<file path="src/rtl/opr_pkg.sv">
package opr_pkg;
  localparam int unsigned INSTR_W = 16;
  // enable bit positions inside the operate word
  localparam int unsigned B_CLR_AC = 0;
  localparam int unsigned B_CLR_LK = 1;
  localparam int unsigned B_INV_AC = 2;
  localparam int unsigned B_INV_LK = 3;
  localparam int unsigned B_INC    = 4;
  localparam int unsigned B_ROT_L  = 5;
  localparam int unsigned B_ROT_R  = 6;
  localparam int unsigned B_SW_OR  = 7;
  localparam int unsigned B_SK_NEG = 8;
  localparam int unsigned B_SK_ZER = 9;
  localparam int unsigned B_SK_LNK = 10;
  localparam int unsigned B_HALT   = 11;
  localparam int unsigned B_TOP    = B_HALT;

  typedef struct packed {
    logic clr_ac;
    logic clr_lk;
    logic inv_ac;
    logic inv_lk;
    logic inc;
    logic rot_l;
    logic rot_r;
    logic sw_or;
    logic sk_neg;
    logic sk_zer;
    logic sk_lnk;
    logic halt;
  } opr_ctl_t;
endpackage

</file>
<file path="src/rtl/opr_decode.sv">
module opr_decode
  import opr_pkg::*;
(
  input  logic [INSTR_W-1:0] instr_i,
  output opr_ctl_t           ctl_o
);
  logic unused_hi_bits;
  assign unused_hi_bits = ^instr_i[INSTR_W-1:B_TOP+1];

  always_comb begin
    ctl_o.clr_ac = instr_i[B_CLR_AC];
    ctl_o.clr_lk = instr_i[B_CLR_LK];
    ctl_o.inv_ac = instr_i[B_INV_AC];
    ctl_o.inv_lk = instr_i[B_INV_LK];
    ctl_o.inc    = instr_i[B_INC];
    ctl_o.rot_l  = instr_i[B_ROT_L];
    ctl_o.rot_r  = instr_i[B_ROT_R];
    ctl_o.sw_or  = instr_i[B_SW_OR];
    ctl_o.sk_neg = instr_i[B_SK_NEG];
    ctl_o.sk_zer = instr_i[B_SK_ZER];
    ctl_o.sk_lnk = instr_i[B_SK_LNK];
    ctl_o.halt   = instr_i[B_HALT];
  end
endmodule

</file>
<file path="src/rtl/opr_alu_chain.sv">
module opr_alu_chain
  import opr_pkg::*;
#(
  parameter int unsigned DATA_W = 16
) (
  input  opr_ctl_t          ctl_i,
  input  logic [DATA_W-1:0] ac_i,
  input  logic              link_i,
  input  logic [DATA_W-1:0] sw_i,
  output logic [DATA_W-1:0] ac_o,
  output logic              link_o
);
  localparam int unsigned WIDE_W = DATA_W + 1;

  logic [DATA_W-1:0] ac_clr, ac_inv, ac_inc, ac_rot;
  logic              lk_clr, lk_inv, lk_inc, lk_rot;
  logic [WIDE_W-1:0] inc_sum;

  // stage 1: clears
  assign ac_clr = ctl_i.clr_ac ? '0 : ac_i;
  assign lk_clr = ctl_i.clr_lk ? 1'b0 : link_i;
  // stage 2: complements
  assign ac_inv = ctl_i.inv_ac ? ~ac_clr : ac_clr;
  assign lk_inv = ctl_i.inv_lk ? ~lk_clr : lk_clr;
  // stage 3: increment over the 17-bit {L,AC}
  assign inc_sum = {1'b0, ac_inv} + WIDE_W'(1);
  assign ac_inc  = ctl_i.inc ? inc_sum[DATA_W-1:0] : ac_inv;
  assign lk_inc  = ctl_i.inc ? (lk_inv ^ inc_sum[DATA_W]) : lk_inv;

  // stage 4: rotate; opposing directions cancel
  always_comb begin
    unique case ({ctl_i.rot_l, ctl_i.rot_r})
      2'b10: begin
        ac_rot = {ac_inc[DATA_W-2:0], lk_inc};
        lk_rot = ac_inc[DATA_W-1];
      end
      2'b01: begin
        ac_rot = {lk_inc, ac_inc[DATA_W-1:1]};
        lk_rot = ac_inc[0];
      end
      default: begin
        ac_rot = ac_inc;
        lk_rot = lk_inc;
      end
    endcase
  end

  // stage 5: switch merge
  assign ac_o   = ctl_i.sw_or ? (ac_rot | sw_i) : ac_rot;
  assign link_o = lk_rot;
endmodule

</file>
<file path="src/rtl/opr_skip_eval.sv">
module opr_skip_eval
  import opr_pkg::*;
#(
  parameter int unsigned DATA_W = 16
) (
  input  opr_ctl_t          ctl_i,
  input  logic [DATA_W-1:0] ac_i,
  input  logic              link_i,
  output logic              skip_o
);
  logic neg_hit, zer_hit, lnk_hit;

  assign neg_hit = ctl_i.sk_neg & ac_i[DATA_W-1];
  assign zer_hit = ctl_i.sk_zer & (ac_i == '0);
  assign lnk_hit = ctl_i.sk_lnk & link_i;
  assign skip_o  = neg_hit | zer_hit | lnk_hit;
endmodule

</file>
<file path="src/rtl/opr_micro_unit.sv">
module opr_micro_unit
  import opr_pkg::*;
#(
  parameter int unsigned DATA_W = 16
) (
  input  logic                clk,
  input  logic                rst_n,
  input  logic                start_i,
  input  logic [INSTR_W-1:0]  instr_i,
  input  logic [DATA_W-1:0]   switch_i,
  output logic [DATA_W-1:0]   ac_o,
  output logic                link_o,
  output logic                skip_o,
  output logic                halt_o,
  output logic                done_o
);
  opr_ctl_t          ctl;
  logic [DATA_W-1:0] ac_q, ac_d, ac_calc;
  logic              link_q, link_d, link_calc;
  logic              skip_q, skip_d, skip_calc;
  logic              halt_q, halt_d;
  logic              done_q, done_d;
  logic              accept;

  opr_decode u_decode (
    .instr_i (instr_i),
    .ctl_o   (ctl)
  );

  opr_alu_chain #(.DATA_W(DATA_W)) u_chain (
    .ctl_i  (ctl),
    .ac_i   (ac_q),
    .link_i (link_q),
    .sw_i   (switch_i),
    .ac_o   (ac_calc),
    .link_o (link_calc)
  );

  opr_skip_eval #(.DATA_W(DATA_W)) u_skip (
    .ctl_i  (ctl),
    .ac_i   (ac_q),
    .link_i (link_q),
    .skip_o (skip_calc)
  );

  assign accept = start_i & ~halt_q;

  // next state
  always_comb begin
    ac_d   = ac_q;
    link_d = link_q;
    halt_d = halt_q;
    done_d = accept;
    skip_d = accept & skip_calc;
    if (accept) begin
      ac_d   = ac_calc;
      link_d = link_calc;
      halt_d = halt_q | ctl.halt;
    end
  end

  // state registers
  always_ff @(posedge clk or negedge rst_n) begin
    if (!rst_n) begin
      ac_q   <= '0;
      link_q <= 1'b0;
      skip_q <= 1'b0;
      halt_q <= 1'b0;
      done_q <= 1'b0;
    end else begin
      ac_q   <= ac_d;
      link_q <= link_d;
      skip_q <= skip_d;
      halt_q <= halt_d;
      done_q <= done_d;
    end
  end

  assign ac_o   = ac_q;
  assign link_o = link_q;
  assign skip_o = skip_q;
  assign halt_o = halt_q;
  assign done_o = done_q;

  // completion pulse follows an accepted start
  a_r2_done_follows: assert property (@(posedge clk) disable iff (!rst_n)
    (start_i && !halt_o) |=> done_o);
  // no completion without an accepted start
  a_r2_no_stray_done: assert property (@(posedge clk) disable iff (!rst_n)
    !(start_i && !halt_o) |=> !done_o);
  // clear then complement yields all ones
  a_r3_clear_then_inv: assert property (@(posedge clk) disable iff (!rst_n)
    (start_i && !halt_o && instr_i[B_CLR_AC] && instr_i[B_INV_AC] &&
     !instr_i[B_INC] && !instr_i[B_ROT_L] && !instr_i[B_ROT_R] && !instr_i[B_SW_OR])
    |=> (ac_o == '1));
  // skip only alongside completion
  a_r7_skip_with_done: assert property (@(posedge clk) disable iff (!rst_n)
    skip_o |-> done_o);
  // halt is sticky
  a_r8_halt_sticky: assert property (@(posedge clk) disable iff (!rst_n)
    halt_o |=> halt_o);
  // halted machine keeps AC and L
  a_r8_halt_frozen: assert property (@(posedge clk) disable iff (!rst_n)
    halt_o |=> ($stable(ac_o) && $stable(link_o)));
  // idle cycles keep AC and L
  a_r9_idle_hold: assert property (@(posedge clk) disable iff (!rst_n)
    !start_i |=> ($stable(ac_o) && $stable(link_o)));
endmodule

</file>
<file path="config.mk">
export PLATFORM = sky130hd
export DESIGN_NAME = opr_micro_unit
export DESIGN_NICKNAME = d
export VERILOG_FILES = /design/src/rtl/opr_pkg.sv /design/src/rtl/opr_decode.sv /design/src/rtl/opr_alu_chain.sv /design/src/rtl/opr_skip_eval.sv /design/src/rtl/opr_micro_unit.sv
export SDC_FILE = /design/constraint.sdc
export NUM_CORES = 1
export LEC_CHECK = 0
export ABC_AREA = 1
export BUFFER_PORTS_ARGS = -buffer_cell sky130_fd_sc_hd__buf_2
export CAP_MARGIN = 0
export CORE_MARGIN = 2
export CORE_UTILIZATION = 55
export DETAILED_ROUTE_END_ITERATION = 7
export PLACE_DENSITY = 0.81
export SYNTH_ARGS = -nofsm -noshare
export SYNTH_HDL_FRONTEND = slang
export SYNTH_HIERARCHICAL = 1
export SYNTH_SLANG_ARGS = --single-unit
export TNS_END_PERCENT = 20
</file>
<file path="constraint.sdc">
create_clock -name clk -period 4.71 [get_ports clk]
set_input_delay 0.942 -clock clk [delete_from_list [all_inputs] [get_ports clk]]
set_output_delay 0.942 -clock clk [all_outputs]
set_load 0.01 [all_outputs]
</file>
==> flow_metrics.py <==
metrics = {
    "logic_synthesis": {
        "syn_area_per_cell_um2": 5.80,
        "yosys-top-cells-area": "nand2_1, dfrtp_1, nand3_1, inv_1, buf_4",
        "synth-edff-count": 0,
        "synth_area_um2": 2440,
        "synth_fp_nets": 458,
        "ys_ff_latch": 20,
        "synth.distinct_cells": 35,
        "async_flop_share_pct": 100,
        "synth_top_area_share_pct": 29.0,
        "synth_area_leader_cell": "nand2_1",
        "synth_cells": 420,
        "synth_flop_cell": "dfrtp_1",
        "synth-seq-area-share_pct": 20.5,
        "yosys_warnings": 6,
    },
    "floorplanning": {
        "die_area_um2": 4980,
        "die_x_um": 70.6,
        "die_h_um": 70.6,
        "coreArea_um2": 4320,
        "row_count": 24,
        "ioPinCount": 55,
        "initial_core_util_pct": 56.4,
    },
    "route": {
        "antenna_left": 0,
        "wl_met1_um": 2680,
        "viasPerCell": 5.29,
        "drt-total-wl_um": 6040,
        "avgRoutedWirePerCell_um": 12.2,
        "wl_met2_um": 2890,
        "drc": 0,
        "dr.pass1.iters": 5,
        "topRoutingLayerUsed": "met4",
        "wl_met3_um": 333,
        "vias": 2623,
        "initialDrtViolationCount": 179,
    },
    "critical_path": {
        "critPathLaunchType": "primary input",
        "crit_path_max_incr_delay_ps": 330,
        "rr_endpoint": "ac_o[15]",
        "worstSetupEndpointType": "flop",
        "worst-setup-path-type": "in -> reg",
        "setup.worst_path.end": "ac_o[15]",
        "crit_chain": "buf_2 -> inv_2 -> nand2_1 -> nand2_1 -> nand2_1 -> inv_2 -> ha_1 -> nand3_1 -> nor2_1 -> nand2_1 -> nor2_2 -> nand2_1 -> nand2_1 -> nand3_1 -> nand2_1 -> nand2_1 -> nand2_1 -> nand3_1 -> nand2_1",
        "path_max_fanout": 32,
        "worst-r2r-cell-count": 17,
        "setup.worst_path.start": "instr_i[0]",
        "path_common_cell": "nand2_1",
        "worstPathRequired_ps": 4910,
        "cp_slowest_cell": "inv_2",
        "arrival_ps": 3190,
        "reg2reg_from": "ac_o[0]",
        "rrSetupSlack_ps": 2440,
    },
    "clock_network": {
        "ctsHoldBuffers": 0,
        "cts_tree": "yes",
        "clk_pin_slew_worst_paths_ps": 70,
        "postCtsSetupBuffers": 0,
        "cts_resized": 0,
        "cts.sinks": 20,
        "cts_max_level": 1,
        "numCtsBuffers": 3,
        "clk_path_buf_depth": 2,
        "root_buffer": "clkbuf_8",
        "clk_latency_ps": 250,
    },
    "placed_design": {
        "dpl.hpwl_um": 4630,
        "dp_slack_ps": 1500,
        "place_congestion": 0.888,
        "port_buffers": 50,
    },
    "timing": {
        "min_period_ps": 2990,
        "slew_violations": 0,
        "fin_crit_sh_pct": 63.5,
        "fin_worst_skew_ps": 2.98,
        "fin_setup_tns_ps": 0,
        "fin_ws_ps": 1720,
        "relSlewSlack_pct": 59.0,
        "fmax_mhz": 334,
        "tightest_slew_ps": 614,
        "hold_viol_final": 0,
        "rsz0062_at_grt": "false",
        "setup_viol": 0,
    },
    "final_layout": {
        "fill_cells": 466,
        "antenna_cells": 0,
        "final_core_util_pct": 59.7,
        "finish.net_count": 484,
        "drive_gt1_share_pct": 19.6,
        "syn_to_final_growth_pct": 5.90,
    },
    "pwr": {
        "combPwrFrac_pct": 31.8,
        "clkPwrFrac_pct": 26.6,
        "peakVddDrop_mv": 0.132,
        "switching_power_uw": 142,
        "switching_share_pct": 34.3,
        "p_seq_share_pct": 41.6,
        "intPower_uw": 271,
        "power_density_nw_per_um2": 160,
        "power.leakage_nw": 1.48,
    },
    "grt": {
        "track_usage_pct": 24.3,
        "grt_max_degree": 33,
        "grt_pass1_wl_um": 9880,
        "grt_pass1_vias": 2214,
        "antenna_found_initial": 0,
        "grt-ovfl-total": 0,
    },
    "flow_run": {
        "cap_violations": 0,
    },
    "status": {
        "status": "finished, final reports clean",
    },
    "worst_hold_path": {
        "hp-class": "reg -> reg",
        "min_from": "ac_o[8]",
    },
}
-- placed cells by master (no fill, tap or decap) --
| master | Yosys | routed |
|---|---|---|
| nand3_1 | 59 | 59 |
| dfrtp_1 | 20 | 20 |
| clkbuf_8 | 0 | 3 |
| nand2_1 | 188 | 188 |
| nor2_1 | 19 | 19 |
| a22o_1 | 1 | 1 |
| nand4_1 | 2 | 2 |
| o22ai_1 | 1 | 1 |
| nand2_4 | 2 | 2 |
| or2_0 | 1 | 1 |
| nand3b_1 | 3 | 3 |
| xnor2_1 | 3 | 3 |
| xor2_1 | 4 | 4 |
| o21ai_1 | 2 | 2 |
| nor2_2 | 10 | 10 |
| nand3_2 | 1 | 1 |
| inv_4 | 2 | 2 |
| o211ai_1 | 1 | 1 |
| ha_1 | 3 | 3 |
| a21oi_1 | 1 | 1 |
| nor2_4 | 4 | 4 |
| and2_1 | 1 | 1 |
| inv_2 | 2 | 2 |
| nand2_2 | 11 | 11 |
| clkinv_1 | 2 | 2 |
| o21ai_0 | 5 | 5 |
| inv_1 | 34 | 34 |
| o21bai_1 | 1 | 1 |
| buf_2 | 5 | 50 |
| a21boi_1 | 3 | 3 |
| a22oi_1 | 3 | 3 |
| nand2_8 | 1 | 1 |
| or2_2 | 1 | 1 |
-- worst min path at each step --
stage | slack, ps | cells past startpoint | endpoint
finish | 550 | 2 | ac_o[8]
floorplan | 540 | 2 | link_o
global route | 590 | 2 | ac_o[10]
detailed placement | 530 | 2 | ac_o[5]
CTS | 550 | 2 | ac_o[5]
global placement | 530 | 2 | ac_o[10]
-- metrics by stage --
step / power [mW] / hold WS (ps) / instance area [um2] / cells
2_1_floorplan: 0.280 / 541 / 2440 / 420
5_1_grt: 0.438 / 594 / 2580 / 496
6_report: 0.413 / 549 / 2580 / 496
3_3_place_gp: 0.302 / 533 / 2540 / 493
3_5_place_dp: 0.305 / 533 / 2540 / 493
4_1_cts: 0.413 / 553 / 2580 / 496
-- worst max-delay path: cells and delay by family --
kind / cells / cell delay, ps
buf+inv: 3 / 520
fa+ha+maj: 1 / 210
simple gates: 15 / 1500
-- flip-flops by register name, summed over array words and instances, names as in the netlist --
| name | count |
|---|---|
| skip_o | 1 |
| halt_o | 1 |
| link_o | 1 |
| ac_o | 16 |
| done_o | 1 |
-- metal layers --
| metal | up-vias | track usage, % |
|---|---|---|
| met5 | - | 0 |
| met4 | 0 | 6.50 |
| met3 | 14 | 3.13 |
| met2 | 99 | 41.2 |
| met1 | 1165 | 33.0 |
| li1 | 1345 | - |
-- Yosys cell counts (3+ instances only) --
library cell  instances
nor2_2               10
buf_2                 5
a21boi_1              3
nor2_4                4
o21ai_0               5
a22oi_1               3
inv_1                34
ha_1                  3
nand2_1             188
xor2_1                4
dfrtp_1              20
nand2_2              11
nand3_1              59
xnor2_1               3
clkbuf_1              4
nand3b_1              3
buf_6                 6
nor2_1               19
buf_4                14
-- layout make-up --
cell class	instances	area, um2	share of cell area (%)
multi-input cells	331	1570	60.8
flip-flops and latches	20	500	19.4
repair buffers	50	250	9.69
inverters	40	155	6.01
well taps	52	65.1	2.52
clock buffers	3	41.3	1.60
-- power by group through the flow --
stage / Combinational, mW / Clock [mW] / Sequential, mW
2_1_floorplan: 0.105 / 0 / 0.175
3_3_place_gp: 0.127 / 0 / 0.175
3_5_place_dp: 0.130 / 0 / 0.175
4_1_cts: 0.130 / 0.111 / 0.172
5_1_grt: 0.148 / 0.119 / 0.172
6_report: 0.131 / 0.110 / 0.172
-- kinds of logic after synthesis --
logic type	Yosys count	share of synthesized area [%]
and+or+nand+nor	303	55.6
AOI/OAI and AO/OA	18	4.72
adders and majority gates	3	1.54
xor gates and xnor gates	7	2.52
buffers and inverters	69	15.1
DFF	20	20.5
Power figures use the tool's default switching activity.
